### src/rtl/err_pkg.sv
package err_pkg;
  // Priority classes for capture; numeric order is the priority order.
  typedef enum logic [1:0] {
    CLS_NONE = 2'd0,
    CLS_HWC  = 2'd1,
    CLS_SWC  = 2'd2,
    CLS_UNC  = 2'd3
  } err_cls_e;
endpackage

### src/rtl/err_burst_filter.sv
module err_burst_filter #(
  parameter int NUM_EVT = 19,
  parameter int BEAT_W  = 2,
  parameter logic [NUM_EVT-1:0] ECC_MASK = '0
) (
  input  logic               clk,
  input  logic               rst,
  input  logic [NUM_EVT-1:0] ev_i,
  input  logic               burst_i,
  input  logic [BEAT_W-1:0]  beat_i,
  output logic [NUM_EVT-1:0] acc_o
);
  logic seen_q;
  logic drop;
  logic ecc_now;

  assign drop    = burst_i && (beat_i != '0) && seen_q;
  assign acc_o   = drop ? (ev_i & ~ECC_MASK) : ev_i;
  assign ecc_now = |(acc_o & ECC_MASK);

  always_ff @(posedge clk) begin
    if (rst)
      seen_q <= 1'b0;
    else if (burst_i)
      seen_q <= (beat_i == '0) ? ecc_now : (seen_q | ecc_now);
    else
      seen_q <= 1'b0;
  end

  // an ECC event accepted inside a transfer blocks ECC events on the following later beat
  assert_burst_drop_R8: assert property (@(posedge clk) disable iff (rst)
    (burst_i && ecc_now) |=> ((burst_i && beat_i != '0) -> ((acc_o & ECC_MASK) == '0)));
endmodule

### src/rtl/err_sticky_bank.sv
module err_sticky_bank #(
  parameter int NUM_EVT = 19,
  parameter logic [NUM_EVT-1:0] SERIOUS_MASK = '0
) (
  input  logic               clk,
  input  logic               rst,
  input  logic [NUM_EVT-1:0] acc_i,
  input  logic [NUM_EVT-1:0] clr_i,
  input  logic               clr_me_i,
  output logic [NUM_EVT-1:0] sticky_q,
  output logic [NUM_EVT-1:0] sticky_nx,
  output logic               me_q
);
  logic me_set;

  assign sticky_nx = (sticky_q & ~clr_i) | acc_i;
  assign me_set    = |(acc_i & sticky_q & SERIOUS_MASK);

  always_ff @(posedge clk) begin
    if (rst) begin
      sticky_q <= '0;
      me_q     <= 1'b0;
    end else begin
      sticky_q <= sticky_nx;
      me_q     <= (me_q & ~clr_me_i) | me_set;
    end
  end

  // bits not being cleared keep their value
  assert_sticky_hold_R2: assert property (@(posedge clk) disable iff (rst)
    1'b1 |=> ((sticky_q & $past(sticky_q & ~clr_i)) == $past(sticky_q & ~clr_i)));
  // an accepted event always leaves its bit set, whatever the write did
  assert_event_wins_R4: assert property (@(posedge clk) disable iff (rst)
    1'b1 |=> ((sticky_q & $past(acc_i)) == $past(acc_i)));
  // without a repeated serious event the flag cannot rise
  assert_me_serious_R5: assert property (@(posedge clk) disable iff (rst)
    (!me_q && ((acc_i & sticky_q & SERIOUS_MASK) == '0)) |=> !me_q);
endmodule

### src/rtl/err_winner.sv
module err_winner
  import err_pkg::*;
#(
  parameter int NUM_EVT = 19,
  parameter logic [NUM_EVT-1:0] UNC_MASK = '0,
  parameter logic [NUM_EVT-1:0] SWC_MASK = '0,
  localparam int IDX_W = $clog2(NUM_EVT)
) (
  input  logic [NUM_EVT-1:0] acc_i,
  output logic               win_any,
  output err_cls_e           win_cls,
  output logic [IDX_W-1:0]   win_idx
);
  function automatic err_cls_e cls_of(input int i);
    if (UNC_MASK[i]) return CLS_UNC;
    if (SWC_MASK[i]) return CLS_SWC;
    return CLS_HWC;
  endfunction

  // Walk downward so that, within a class, the lowest index is taken last.
  always_comb begin
    win_any = 1'b0;
    win_cls = CLS_NONE;
    win_idx = '0;
    for (int i = NUM_EVT - 1; i >= 0; i--) begin
      if (acc_i[i] && (cls_of(i) >= win_cls)) begin
        win_any = 1'b1;
        win_cls = cls_of(i);
        win_idx = IDX_W'(i);
      end
    end
  end
endmodule

### src/rtl/err_capture.sv
module err_capture
  import err_pkg::*;
#(
  parameter int NUM_EVT = 19,
  parameter int ADDR_W  = 40,
  parameter int DSYN_W  = 9,
  parameter int TSYN_W  = 4,
  localparam int IDX_W  = $clog2(NUM_EVT)
) (
  input  logic               clk,
  input  logic               rst,
  input  logic               win_any,
  input  err_cls_e           win_cls,
  input  logic [IDX_W-1:0]   win_idx,
  input  logic [NUM_EVT-1:0] sticky_nx,
  input  logic [ADDR_W-1:0]  addr_i,
  input  logic [DSYN_W-1:0]  dsyn_i,
  input  logic [TSYN_W-1:0]  tsyn_i,
  input  logic               priv_i,
  input  logic               clr_priv_i,
  output logic [ADDR_W-1:0]  addr_q,
  output logic [DSYN_W-1:0]  dsyn_q,
  output logic [TSYN_W-1:0]  tsyn_q,
  output logic               priv_q
);
  err_cls_e         lock_cls;
  logic [IDX_W-1:0] lock_idx;
  logic             held_live;
  logic             take;

  assign held_live = (lock_cls != CLS_NONE) && sticky_nx[lock_idx];
  assign take      = win_any && (!held_live || (win_cls > lock_cls));

  always_ff @(posedge clk) begin
    if (rst) begin
      lock_cls <= CLS_NONE;
      lock_idx <= '0;
      addr_q   <= '0;
      dsyn_q   <= '0;
      tsyn_q   <= '0;
      priv_q   <= 1'b0;
    end else if (take) begin
      lock_cls <= win_cls;
      lock_idx <= win_idx;
      addr_q   <= addr_i;
      dsyn_q   <= dsyn_i;
      tsyn_q   <= tsyn_i;
      priv_q   <= priv_i;
    end else begin
      if (!held_live) lock_cls <= CLS_NONE;
      if (clr_priv_i) priv_q <= 1'b0;
    end
  end

  // a live capture is only replaced by a strictly higher class
  assert_lock_hold_R6: assert property (@(posedge clk) disable iff (rst)
    (held_live && !(win_any && win_cls > lock_cls)) |=> ($stable(addr_q) && $stable(dsyn_q) && $stable(tsyn_q)));
  // releasing the held bit unlocks without touching the captured values
  assert_unlock_R7: assert property (@(posedge clk) disable iff (rst)
    (lock_cls != CLS_NONE && !sticky_nx[lock_idx] && !win_any) |=> (lock_cls == CLS_NONE && $stable(addr_q)));
endmodule

### src/rtl/err_status_unit.sv
module err_status_unit
  import err_pkg::*;
#(
  parameter int NUM_EVT = 19,
  parameter int ADDR_W  = 40,
  parameter int DSYN_W  = 9,
  parameter int TSYN_W  = 4,
  parameter int BEAT_W  = 2,
  parameter logic [NUM_EVT-1:0] UNC_MASK  = 19'b111_0101_1101_0101_0110,
  parameter logic [NUM_EVT-1:0] SWC_MASK  = 19'b000_0000_0010_0000_0000,
  parameter logic [NUM_EVT-1:0] ECC_MASK  = 19'b000_1111_0011_1111_1111,
  parameter logic [NUM_EVT-1:0] PIN_MASK  = 19'b110_0000_0000_0000_0000,
  parameter logic [NUM_EVT-1:0] TRAP_MASK = 19'b001_1111_1111_1111_1111
) (
  input  logic               clk,
  input  logic               rst,
  input  logic [NUM_EVT-1:0] ev_stb,
  input  logic [ADDR_W-1:0]  ev_addr,
  input  logic [DSYN_W-1:0]  ev_dsyn,
  input  logic [TSYN_W-1:0]  ev_tsyn,
  input  logic               ev_priv,
  input  logic               ev_burst,
  input  logic [BEAT_W-1:0]  ev_beat,
  input  logic               int_en,
  input  logic               reg_sel,
  input  logic               reg_wr,
  input  logic [63:0]        reg_wdata,
  input  logic               reg_rd,
  output logic [63:0]        reg_rdata,
  output logic               err_o,
  output logic               trap_o
);
  localparam int REG_W      = 64;
  localparam int STICKY_LSB = 33;
  localparam int PRIV_BIT   = STICKY_LSB + NUM_EVT;
  localparam int ME_BIT     = PRIV_BIT + 1;
  localparam int TSYN_LSB   = 16;
  localparam int IDX_W      = $clog2(NUM_EVT);
  localparam logic [NUM_EVT-1:0] SERIOUS_MASK = UNC_MASK | SWC_MASK;

  logic [NUM_EVT-1:0] acc;
  logic [NUM_EVT-1:0] clr;
  logic [NUM_EVT-1:0] sticky_q;
  logic [NUM_EVT-1:0] sticky_nx;
  logic               me_q;
  logic               status_wr;
  logic               win_any;
  err_cls_e           win_cls;
  logic [IDX_W-1:0]   win_idx;
  logic [ADDR_W-1:0]  addr_q;
  logic [DSYN_W-1:0]  dsyn_q;
  logic [TSYN_W-1:0]  tsyn_q;
  logic               priv_q;
  logic [REG_W-1:0]   status_word;
  logic               wdata_unused;

  assign status_wr    = reg_wr && !reg_sel;
  assign clr          = status_wr ? reg_wdata[STICKY_LSB +: NUM_EVT] : '0;
  assign wdata_unused = ^{reg_wdata[REG_W-1:ME_BIT+1], reg_wdata[STICKY_LSB-1:0]};

  err_burst_filter #(.NUM_EVT(NUM_EVT), .BEAT_W(BEAT_W), .ECC_MASK(ECC_MASK)) i_filter (
    .clk(clk), .rst(rst), .ev_i(ev_stb), .burst_i(ev_burst), .beat_i(ev_beat), .acc_o(acc));

  err_sticky_bank #(.NUM_EVT(NUM_EVT), .SERIOUS_MASK(SERIOUS_MASK)) i_bank (
    .clk(clk), .rst(rst), .acc_i(acc), .clr_i(clr), .clr_me_i(status_wr && reg_wdata[ME_BIT]),
    .sticky_q(sticky_q), .sticky_nx(sticky_nx), .me_q(me_q));

  err_winner #(.NUM_EVT(NUM_EVT), .UNC_MASK(UNC_MASK), .SWC_MASK(SWC_MASK)) i_winner (
    .acc_i(acc), .win_any(win_any), .win_cls(win_cls), .win_idx(win_idx));

  err_capture #(.NUM_EVT(NUM_EVT), .ADDR_W(ADDR_W), .DSYN_W(DSYN_W), .TSYN_W(TSYN_W)) i_capture (
    .clk(clk), .rst(rst), .win_any(win_any), .win_cls(win_cls), .win_idx(win_idx),
    .sticky_nx(sticky_nx), .addr_i(ev_addr), .dsyn_i(ev_dsyn), .tsyn_i(ev_tsyn),
    .priv_i(ev_priv), .clr_priv_i(status_wr && reg_wdata[PRIV_BIT]),
    .addr_q(addr_q), .dsyn_q(dsyn_q), .tsyn_q(tsyn_q), .priv_q(priv_q));

  always_comb begin
    status_word                         = '0;
    status_word[ME_BIT]                 = me_q;
    status_word[PRIV_BIT]               = priv_q;
    status_word[STICKY_LSB +: NUM_EVT]  = sticky_q;
    status_word[TSYN_LSB +: TSYN_W]     = tsyn_q;
    status_word[0 +: DSYN_W]            = dsyn_q;
  end

  always_ff @(posedge clk) begin
    if (rst) begin
      reg_rdata <= '0;
      err_o     <= 1'b0;
      trap_o    <= 1'b0;
    end else begin
      if (reg_rd) reg_rdata <= reg_sel ? REG_W'(addr_q) : status_word;
      err_o  <= |(sticky_nx & PIN_MASK);
      trap_o <= (|(sticky_nx & TRAP_MASK)) && int_en;
    end
  end

  // the pin only stands while a protocol or internal bit is set
  assert_err_pin_R9: assert property (@(posedge clk) disable iff (rst)
    err_o |-> (|(sticky_q & PIN_MASK)));
  // the trap request needs the enable at the edge that raised it
  assert_trap_gate_R10: assert property (@(posedge clk) disable iff (rst)
    trap_o |-> $past(int_en));
endmodule

### config.mk
export PLATFORM = sky130hd
export DESIGN_NAME = err_status_unit
export DESIGN_NICKNAME = d
export VERILOG_FILES = /design/src/rtl/err_pkg.sv /design/src/rtl/err_burst_filter.sv /design/src/rtl/err_sticky_bank.sv /design/src/rtl/err_winner.sv /design/src/rtl/err_capture.sv /design/src/rtl/err_status_unit.sv
export SDC_FILE = /design/constraint.sdc
export NUM_CORES = 1
export LEC_CHECK = 0
export ABC_AREA = 1
export BUFFER_PORTS_ARGS = -buffer_cell sky130_fd_sc_hd__buf_4
export CAP_MARGIN = 20
export CELL_PAD_IN_SITES_DETAIL_PLACEMENT = 2
export CELL_PAD_IN_SITES_GLOBAL_PLACEMENT = 2
export CORE_UTILIZATION = 29
export DETAILED_ROUTE_END_ITERATION = 8
export MAX_ROUTING_LAYER = met4
export PLACE_DENSITY = 0.83
export SKIP_LAST_GASP = 1
export SLEW_MARGIN = 20
export SYNTH_ARGS = -nofsm -noshare
export SYNTH_HDL_FRONTEND = slang
export SYNTH_SLANG_ARGS = --single-unit
export TNS_END_PERCENT = 100
### constraint.sdc
create_clock -name clk -period 5.26 [get_ports clk]
set_input_delay 1.315 -clock clk [delete_from_list [all_inputs] [get_ports clk]]
set_output_delay 1.315 -clock clk [all_outputs]
set_load 0.1 [all_outputs]
=== After elaboration in Yosys (flattened, before gate mapping) ===
Cells that the tools add are included.

* Register bits: 148
* Input port bits: 146

* Magnitude comparators: 20
* Equality and inequality tests: 1
* Muxes and demuxes: 93
* Bitwise gates (word level): 9
* Reductions and logical operators: 38

{| class="wikitable"
|+ Operators by type and width
! cell !! number
|-
| $mux W5 || 19
|-
| $mux W2 || 34
|-
| $mux W54 || 1
|-
| $and A19 B19 Y19 || 2
|-
| $mux W1 || 36
|-
| $logic_and A1 B1 Y1 || 26
|-
| $ge A2 B2 Y1 const A || 12
|-
| $mux W19 || 1
|-
| $not A19 Y19 || 1
|-
| $or A19 B19 Y19 || 1
|-
| $reduce_or A17 Y1 || 1
|-
| $mux W16 || 1
|-
| $reduce_or A14 Y1 || 1
|-
| $reduce_or A13 Y1 || 1
|-
| $ge A1 B2 Y1 const A || 6
|-
| $lt A5 B6 Y1 const B || 1
|-
| $reduce_bool A2 Y1 || 3
|-
| $bmux W1 S5 || 1
|-
| $reduce_or A2 Y1 || 2
|-
| $gt A2 B2 Y1 || 1
|-
| $logic_not A1 Y1 || 2
|-
| $logic_not A2 Y1 || 1
|-
| $ne A2 B2 Y1 const B || 1
|-
| $not A1 Y1 || 2
|-
| other kinds (3) || 4
|}

=== Logic depth before layout (Yosys ltp) ===
Gate-level depths: netlist of the first run.

* Word-level depth: 85
* Depth in mapped cells: 22
* Depth with buffers taken out: 20

=== Cells and area by module ===
From an unflattened synthesis of the first run, not the netlist that was laid out.

* Cell total of the unflattened synthesis: 1069
* Area, all modules: 6998.0 um^2

{| class="wikitable"
|+ Modules (own cells, without submodules)
! module !! times used !! cells an instance !! area each (um^2)
|-
| err_capture || 1 || 406 || 2925.3
|-
| err_status_unit || 1 || 378 || 2461.1
|-
| err_sticky_bank || 1 || 147 || 903.4
|-
| err_winner || 1 || 80 || 427.9
|-
| err_burst_filter || 1 || 58 || 280.3
|}

=== Least setup slack after synthesis of the first run ===
No wires, ideal clock.

* Path type: input to register
* Start: input ev_beat[0]
* End: register i_capture.addr_q[22]
* Library setup time: 0.116 ns
* Arrival: 3.317 ns
* Required time: 5.144 ns
* Path slack: 1.827 ns
* Cell stages on the path: 20
* Path buffers: 2
* Cells stage by stage: inv_1 > nand2_2 > nand2_4 > nand2_1 > nand4_2 > nor2_2 > nand4_1 > nand2_1 > nor2_1 > nand2_1 > nor2_1 > ha_1 > nand2_1 > o21ai_0 > nand3_1 > nand2_1 > buf_6 > buf_4 > o21ai_0 > nor2_1

* Cells in the longest elaborated chain, start to end: 54
* Elaborated cells between the ends (all ways): 75

{| class="wikitable"
|+ Ends and longest elaborated chain
! what !! line !! text
|-
| start, declared || err_status_unit.sv:23 || <nowiki>input logic [BEAT_W-1:0] ev_beat,</nowiki>
|-
| $reduce_bool A2 Y1 (*) || err_burst_filter.sv:17 || <nowiki>assign drop = burst_i && (beat_i != '0) && seen_q;</nowiki>
|-
| $logic_and A1 B1 Y1 (*) (2 in series) || err_burst_filter.sv:17 ||
|-
| $mux W16 (*) || err_burst_filter.sv:18 || <nowiki>assign acc_o = drop ? (ev_i & ~ECC_MASK) : ev_i;</nowiki>
|-
| $logic_and A1 B1 Y1 || err_winner.sv:26 || <nowiki>if (acc_i[i] && (cls_of(i) >= win_cls)) begin</nowiki>
|-
| $mux W2 || err_winner.sv:26 ||
|-
| $ge A2 B2 Y1 || err_winner.sv:26 ||
|-
| $logic_and A1 B1 Y1 || err_winner.sv:26 ||
|-
| $mux W2 || err_winner.sv:26 ||
|-
| [... 37 more ...] || n/a ||
|-
| $logic_and A1 B1 Y1 || err_winner.sv:26 ||
|-
| $mux W2 || err_winner.sv:26 ||
|-
| $ge A1 B2 Y1 || err_winner.sv:26 ||
|-
| $logic_and A1 B1 Y1 || err_winner.sv:26 ||
|-
| $mux W2 || err_winner.sv:26 ||
|-
| $gt A2 B2 Y1 || err_capture.sv:32 || <nowiki>assign take = win_any && (!held_live || (win_cls > lock_cls));</nowiki>
|-
| $logic_or A1 B1 Y1 || err_capture.sv:32 ||
|-
| $logic_and A1 B1 Y1 (*) || err_capture.sv:32 ||
|-
| end signal, assigned || err_capture.sv:45 || <nowiki>addr_q <= addr_i;</nowiki>
|-
| end, declared || err_capture.sv:21 || <nowiki>output logic [ADDR_W-1:0] addr_q,</nowiki>
|}

Mark *: on every way between the ends. The rest lies on a longest branch, timed or not. The select of a mux whose other input is x is not followed.
A chain may end at the register's enable or synchronous reset.

=== Worst setup path after layout of the first run ===
* Start: input ev_beat[0]
* End: register i_capture.lock_idx[1]

* Cells in the longest elaborated chain, start to end: 54
* Elaborated cells between the ends (all ways): 91

{| class="wikitable"
|+ Ends and longest elaborated chain
! what !! line !! text
|-
| $reduce_bool A2 Y1 (*) || err_burst_filter.sv:17 ||
|-
| $logic_and A1 B1 Y1 (*) (2 in series) || err_burst_filter.sv:17 ||
|-
| $mux W16 (*) || err_burst_filter.sv:18 ||
|-
| $logic_and A1 B1 Y1 || err_winner.sv:26 ||
|-
| $mux W2 || err_winner.sv:26 ||
|-
| $ge A2 B2 Y1 || err_winner.sv:26 ||
|-
| $logic_and A1 B1 Y1 || err_winner.sv:26 ||
|-
| $mux W2 || err_winner.sv:26 ||
|-
| [... 37 more ...] || n/a ||
|-
| $logic_and A1 B1 Y1 || err_winner.sv:26 ||
|-
| $mux W2 || err_winner.sv:26 ||
|-
| $ge A1 B2 Y1 || err_winner.sv:26 ||
|-
| $logic_and A1 B1 Y1 || err_winner.sv:26 ||
|-
| $mux W2 || err_winner.sv:26 ||
|-
| $gt A2 B2 Y1 || err_capture.sv:32 ||
|-
| $logic_or A1 B1 Y1 || err_capture.sv:32 ||
|-
| $logic_and A1 B1 Y1 || err_capture.sv:32 ||
|-
| end signal, assigned || err_capture.sv:44 || <nowiki>lock_idx <= win_idx;</nowiki>
|-
| end, declared || err_capture.sv:27 || <nowiki>logic [IDX_W-1:0] lock_idx;</nowiki>
|}

Marks and branches as above.

==> key figures, run 1 <==
Status
  – Run status: finished, final reports clean

Placement
  – Placed Instance Area: 7367 sq um
  – PortBufs: around 160
  – DP Worst Slack: about 0.59 ns
  – RD Place Congestion: approximately 0.8
  – DP Wirelength: 15190 microns
  – Placed Cells: between 1000 and 1500

Finish
  – Layout area overhead: 29.82%
  – Final instance area: 7943 sq um
  – Layout Nets: approximately 1100
  – # diodes: 0
  – Finished Core Util: 0.3888
  – Commonest non-fill, non-tap cells in the layout: nand2_1, buf_4, dfxtp_1
  – Layout cells sized above 1: 0.2219
  – Post-Layout Cell Count: 1266
  – # fillers: approximately 2400
  – Commonest non-fill, non-tap cell in the layout: nand2_1

Detailed routing
  – Routed wire length: 21380 microns
  – Vias: 6150
  – # DRC: 0
  – DRT antenna net count: 0
  – TritonRoute pass-1 iters: 4
  – WL/cell: 16.88 microns
  – Iteration-0 DRC Markers: between 200 and 250
  – Via density: a little under 5

Critical path
  – Kind of critical path: input port to register
  – CP most frequent cell: nand2_1
  – Crit path capture type: register
  – Worst Path Max Fanout: 31
  – CP max-delay cell: inv_4
  – Crit-path cells: buf_4, inv_1, nand2_2, nand2_4, nand2_1, nand4_2, nor2_2, nand4_1, nand2_1, nor2_1, nand2_1, nor2_1, ha_1, nand2_1, o21ai_0, nand3_1, nand2_2, inv_4, nand2_1, o21ai_1, nor2_1
  – Critical Path AT: 4.50 ns
  – Worst Path Required: 5.55 ns
  – Max incr delay on CP: 0.45 ns
  – Critical path launch point type: input port

Timing
  – F_max: 237.1 MHz
  – Final setup TNS: 0 ns
  – Least-Margin Pin Slew: around 1.1 ns
  – Setup violators final: 0
  – Final worst path period share: 0.8018
  – Slew Limit Fails: 0
  – Skew final: 0.007992 ns
  – Final Hold Fails: 0
  – RSZ-0062 raised after global routing: no
  – Rel. slew slack: 0.2849
  – Final Worst Setup Slack: around 1.0 ns
  – Min Tclk post-route: around 4.2 ns
  – Hold WS: 0.4620 ns

Power and ir drop
  – Switch Pwr: 1.069 mW
  – Flop pwr share: 0.391
  – Max VDD drop: 0.2020 mV
  – Pint: between 2 and 2.5 mW
  – Pwr Density: 389.5 nW/um^2
  – Leak: between 3 and 4 nW
  – Switching share of power: 0.3456
  – Combinational fraction of design power: 0.228
  – Clock network fraction of design power: 0.380
  – Power, Total: 3.094 mW

Die
  – IO Count: between 200 and 250
  – Die ar.: 21680 sq um
  – Initial Util: 0.2995
  – Die X: 147.3 microns
  – Die height: 147.3 microns
  – Core ar.: ~20000 sq um
  – FP Rows: between 50 and 60

Yosys
  – Sequential share of the synthesized area: 0.4515
  – Ys Warns: 0
  – Count of cell types in the netlist: 39
  – Synth async-reset ratio: 0
  – Syn Area/Cell: 7.181 sq um
  – Ys flop type: dfxtp_1
  – Number of synthesized flops with an enable pin: 0
  – Register bit count reported by yosys: 138
  – Post-Syn Instances: ~850
  – Mapped Area: 6118 sq um

Clock network
  – Clk sinks: around 140
  – Gates resized, CTS repair: 0
  – Clock Root Buffer: clkbuf_16
  – CTS tree: done
  – Hold-fix buffers, CTS: 0
  – Total CTS buffers: 17
  – Clk_lat worst skew: roughly 0.42 ns
  – H-Tree Depth: 4
  – Max clock buf depth: 2
  – CTS clk-pin slew, worst paths: approximately 0.060 ns
  – Setup Buffers After CTS: 0

Global route
  – Total grt overflow: 0
  – Antenna violations before repair: 0
  – Number of global-route vias before repair: about 6500
  – Tot GR Track Use: 0.2104
  – Largest net degree at the start of global routing: 61
  – First-pass GRT wire length: 34550 microns

Worst hold path
  – Min-delay worst type: register to register

Job
  – MaxCap Viol Count: 0
==> power groups by stage <==
stage / sequential [mW] / combinational, mW / clock (mW)
global placement: 1.23 / 0.693 / 0
CTS: 1.21 / 0.718 / 1.21
global route: 1.22 / 0.773 / 1.26
detailed placement: 1.23 / 0.714 / 0
finish: 1.21 / 0.706 / 1.18
floorplan: 1.38 / 0.371 / 0
==> worst paths after layout <==
kind	startpoint	end	slack, ns	depth (start not counted)
worst max-delay path	ev_beat[0]	i_capture.lock_idx[1]	1.04	21
worst max register to register	i_filter.seen_q	i_capture.lock_idx[1]	1.71	20
worst min-delay path	i_capture.dsyn_q[6]	i_capture.dsyn_q[6]	0.46	2
worst min register to register	i_capture.dsyn_q[6]	i_capture.dsyn_q[6]	0.46	2
==> synthesized netlist by cell type, types with 3 or more instances <==
| cell | number | area, sq um |
|---|---|---|
| nand2_1 | 209 | 784.5 |
| dfxtp_1 | 138 | 2763 |
| a21oi_1 | 84 | 420.4 |
| inv_1 | 79 | 296.5 |
| nor2_1 | 79 | 296.5 |
| nand3_1 | 61 | 305.3 |
| o21ai_0 | 46 | 230.2 |
| clkbuf_1 | 27 | 101.4 |
| o21ai_1 | 25 | 125.1 |
| buf_4 | 14 | 105.1 |
| o221ai_1 | 13 | 113.9 |
| buf_6 | 10 | 112.6 |
| nand2_2 | 7 | 43.79 |
| o211ai_1 | 7 | 52.55 |
| a21oi_2 | 6 | 52.55 |
| nand4_1 | 6 | 37.54 |
| buf_1 | 4 | 15.01 |
| inv_2 | 4 | 15.01 |
| nor3_1 | 4 | 20.02 |
| nor4_1 | 4 | 25.02 |
| buf_2 | 3 | 15.01 |
==> registers in the layout, indices dropped and copies added, names as in the netlist <==
name                cells
i_capture.dsyn_q        9
i_bank.me_q             1
i_capture.lock_idx      5
i_capture.priv_q        1
i_capture.tsyn_q        4
i_bank.sticky_q        19
i_capture.lock_cls      2
trap_o                  1
err_o                   1
i_capture.addr_q       40
i_filter.seen_q         1
reg_rdata              54
==> logic make-up (layout without fill, tap and decap cells) <==
logic type      count (synthesis)  count (layout)  synth area share
buf+inv                       145             280            0.1110
flops                         138             138            0.4515
other cells                     1              10         0.0006129
fa+ha+maj                       2               2          0.004089
simple gates                  379             379            0.2622
compound gates                187             187            0.1706
==> critical path, delay by kind of cell <==
kind / cells / cell delay (ns)
fa+ha+maj: 1 / 0.24
compound gates: 2 / 0.18
buf+inv: 3 / 0.62
simple gates: 15 / 2.13
==> final cells by class <==
cell class	count	area, sq um	share of cell area
sequential	138	2763	0.3478
multi-input combinational	578	2713	0.3415
timing repair buffer	162	1229	0.1547
clock buffer	19	442.9	0.05577
tap	270	337.8	0.04253
inverter	86	325.3	0.04096
clock inverter	13	132.6	0.01670
==> metal layers <==
| metal | part of all wire | wire length, microns | GRT usage |
|---|---|---|---|
| met2 | 0.49 | 10530 | 0.3514 |
| met4 | 0.015 | 328 | 0.06701 |
| met5 | 0 | 0 | - |
| met3 | 0.032 | 674 | 0.03789 |
| met1 | 0.46 | 9839 | 0.2557 |
No activity file was read; power rests on OpenSTA's default activity.
==> inputs of run 2 (changes only) <==
Settings changed: CORE_UTILIZATION 29 to 24, PLACE_DENSITY 0.83 to 0.73.
Clock period 5.26 ns to 3.4 ns, I/O delays scaled along.
==> key figures, run 2 (synthesized netlist as in run 1, its figures left out) <==
Status
  – Run status: finished, final reports clean

Placement
  – DP Worst Slack: -0.09682 ns
  – RD Place Congestion: 0.8257
  – PortBufs: 158
  – DP Wirelength: 16550 microns
  – Placed Instance Area: 7730 sq um

Timing
  – Least-Margin Pin Slew: 0.5053 ns
  – Hold WS: ~0.46 ns
  – Rel. slew slack: 0.6587
  – Setup violators final: 0
  – Slew Limit Fails: 0
  – RSZ-0062 raised after global routing: no
  – Min Tclk post-route: between 3 and 4 ns
  – Skew final: just over 0.01 ns
  – Final worst path period share: 0.8976
  – F_max: 327.7 MHz
  – Final Hold Fails: 0
  – Final Worst Setup Slack: 0.3481 ns

Critical path
  – Worst path depth: 20
  – CP max-delay cell: ha_1
  – WP buf/inv: 4
  – Critical path launch point type: input port
  – Crit-path cells: buf_4, inv_1, nand2_1, nor2_1, buf_4, nand4_2, nor2_2, nand4_1, nand2_1, nor2_2, nand2_1, nor2_1, ha_1, nand2_1, o21ai_0, nand3_1, nand2_4, buf_4, o21ai_0, nor2_1
  – Max incr delay on CP: 0.29 ns
  – Crit path capture type: register
  – Worst Path Max Fanout: 18
  – Kind of critical path: input port to register
  – Delay-heaviest family, CP: simple AND/OR/NAND/NOR gates
  – Register-to-Register Setup Slack: ~0.61 ns
  – Critical Path AT: 3.36 ns
  – CP most frequent cell: nand2_1
  – Worst r2r dst: i_capture.priv_q
  – R2R depth: 19
  – Critical R2R Launch: i_filter.seen_q
  – Worst Path Required: 3.71 ns

Worst hold path
  – Hold_sp: i_capture.tsyn_q[3]
  – WHS Path Cells: 2
  – Min-delay worst type: register to register
  – Hold Path End: i_capture.tsyn_q[3]

Finish
  – # diodes: 0
  – Commonest non-fill, non-tap cell in the layout: nand2_1
  – Final instance area: 8338 sq um
  – Number of flip-flops in the largest register: 54
  – Layout area overhead: 36.28%
  – Commonest non-fill, non-tap cells in the layout: nand2_1, buf_4, dfxtp_1
  – # fillers: 3044
  – Layout Nets: about 1200
  – Largest Register: reg_rdata
  – Finished Core Util: 0.3321
  – Layout cells sized above 1: 0.2454
  – Top flop regs: reg_rdata x54, i_capture.addr_q x40, i_bank.sticky_q x19

Die
  – Initial Util: 0.2437
  – Die height: 161.7 microns
  – Die X: 161.7 microns
  – Core ar.: 25110 sq um
  – FP Rows: 58
  – Die ar.: 26140 sq um
  – IO Count: 212

Power and ir drop
  – Flop pwr share: 0.374
  – Pint: 3.332 mW
  – Leak: around 3.9 nW
  – Clock network fraction of design power: 0.389
  – Switching share of power: 0.3325
  – Pwr Density: 598.7 nW/um^2
  – Switch Pwr: around 1.7 mW
  – Combinational fraction of design power: 0.237
  – Max VDD drop: 0.2406 mV
  – Power, Total: approximately 5 mW

Clock network
  – Setup Buffers After CTS: 0
  – CTS clk-pin slew, worst paths: 0.06 ns
  – Gates resized, CTS repair: 0
  – Clock Root Buffer: clkbuf_16
  – H-Tree Depth: 4
  – Total CTS buffers: 17
  – CTS tree: done
  – Hold-fix buffers, CTS: 0
  – Clk sinks: roughly 140
  – Max clock buf depth: 2
  – Clk_lat worst skew: between 0.4 and 0.5 ns

Detailed routing
  – TritonRoute pass-1 iters: 4
  – Via density: 4.545
  – Iteration-0 DRC Markers: 212
  – Routed wire length: 22600 microns
  – DRT antenna net count: 0
  – WL/cell: ~17 microns
  – # DRC: 0
  – Vias: 6168

Job
  – MaxCap Viol Count: 0

Global route
  – Antenna violations before repair: 0
  – First-pass GRT wire length: between 30000 and 40000 microns
  – Largest net degree at the start of global routing: 47
  – Number of global-route vias before repair: 6602
  – Tot GR Track Use: 0.1834
  – Total grt overflow: 0
## run 2: cell count changes in the layout (fill, tap and decap cells not counted), sizes merged
cell	previous run	this run
inv	90	87
clkinv	4	8
bufinv	1	3
clkinvlp	4	1
buf	162	193
## run 2: power groups by stage
stage	logic [mW]	registers [mW]	clock network, mW
3_3_place_gp	1.16	1.89	0
5_1_grt	1.29	1.88	2.07
3_5_place_dp	1.19	1.90	0
2_1_floorplan	0.574	2.13	0
6_report	1.18	1.87	1.94
4_1_cts	1.20	1.87	2.01
## run 2: worst min-delay path, delay by kind of cell (launching register included)
kind	cells	cell delay, ns
AOI/OAI and AO/OA	1	0.06
buffers and inverters	1	0.06
DFF	1	0.30
## run 2: area by class of cell
| cell class | instances | area [sq um] | share of cell area |
|---|---|---|---|
| Tap cell | 330 | 412.9 | 0.04952 |
| Clock inverter | 13 | 165.2 | 0.01981 |
| Multi-Input combinational cell | 578 | 2718 | 0.3259 |
| Inverter | 86 | 325.3 | 0.03902 |
| Sequential cell | 138 | 2763 | 0.3313 |
| Timing Repair Buffer | 193 | 1511 | 0.1813 |
| Clock buffer | 19 | 442.9 | 0.05312 |
## run 2: how the worst max path moves through the flow
stage	slack, ns	from	to
2_1_floorplan	0.43	ev_beat[0]	i_capture.addr_q[22]
3_3_place_gp	0.02	ev_stb[17]	i_capture.addr_q[30]
3_5_place_dp	-0.1	ev_stb[17]	i_capture.addr_q[16]
4_1_cts	0.34	ev_stb[17]	i_capture.priv_q
5_1_grt	0.1	ev_stb[17]	i_capture.priv_q
6_report	0.35	ev_stb[17]	i_capture.priv_q
## run 2: routing by layer
| metal | part of all wire | up-vias | GRT usage |
|---|---|---|---|
| met5 | 0 | - | - |
| met4 | 0.011 | 0 | 0.04245 |
| met3 | 0.029 | 25 | 0.02860 |
| met2 | 0.48 | 110 | 0.3041 |
| met1 | 0.48 | 2960 | 0.2339 |
| li1 | - | 3073 | - |
## run 2: stage by stage
stage	cells	setup TNS, ns
4_1_cts	1357	0
5_1_grt	1357	0
2_1_floorplan	861	0
6_report	1357	0
3_3_place_gp	1325	0
3_5_place_dp	1325	-2.437
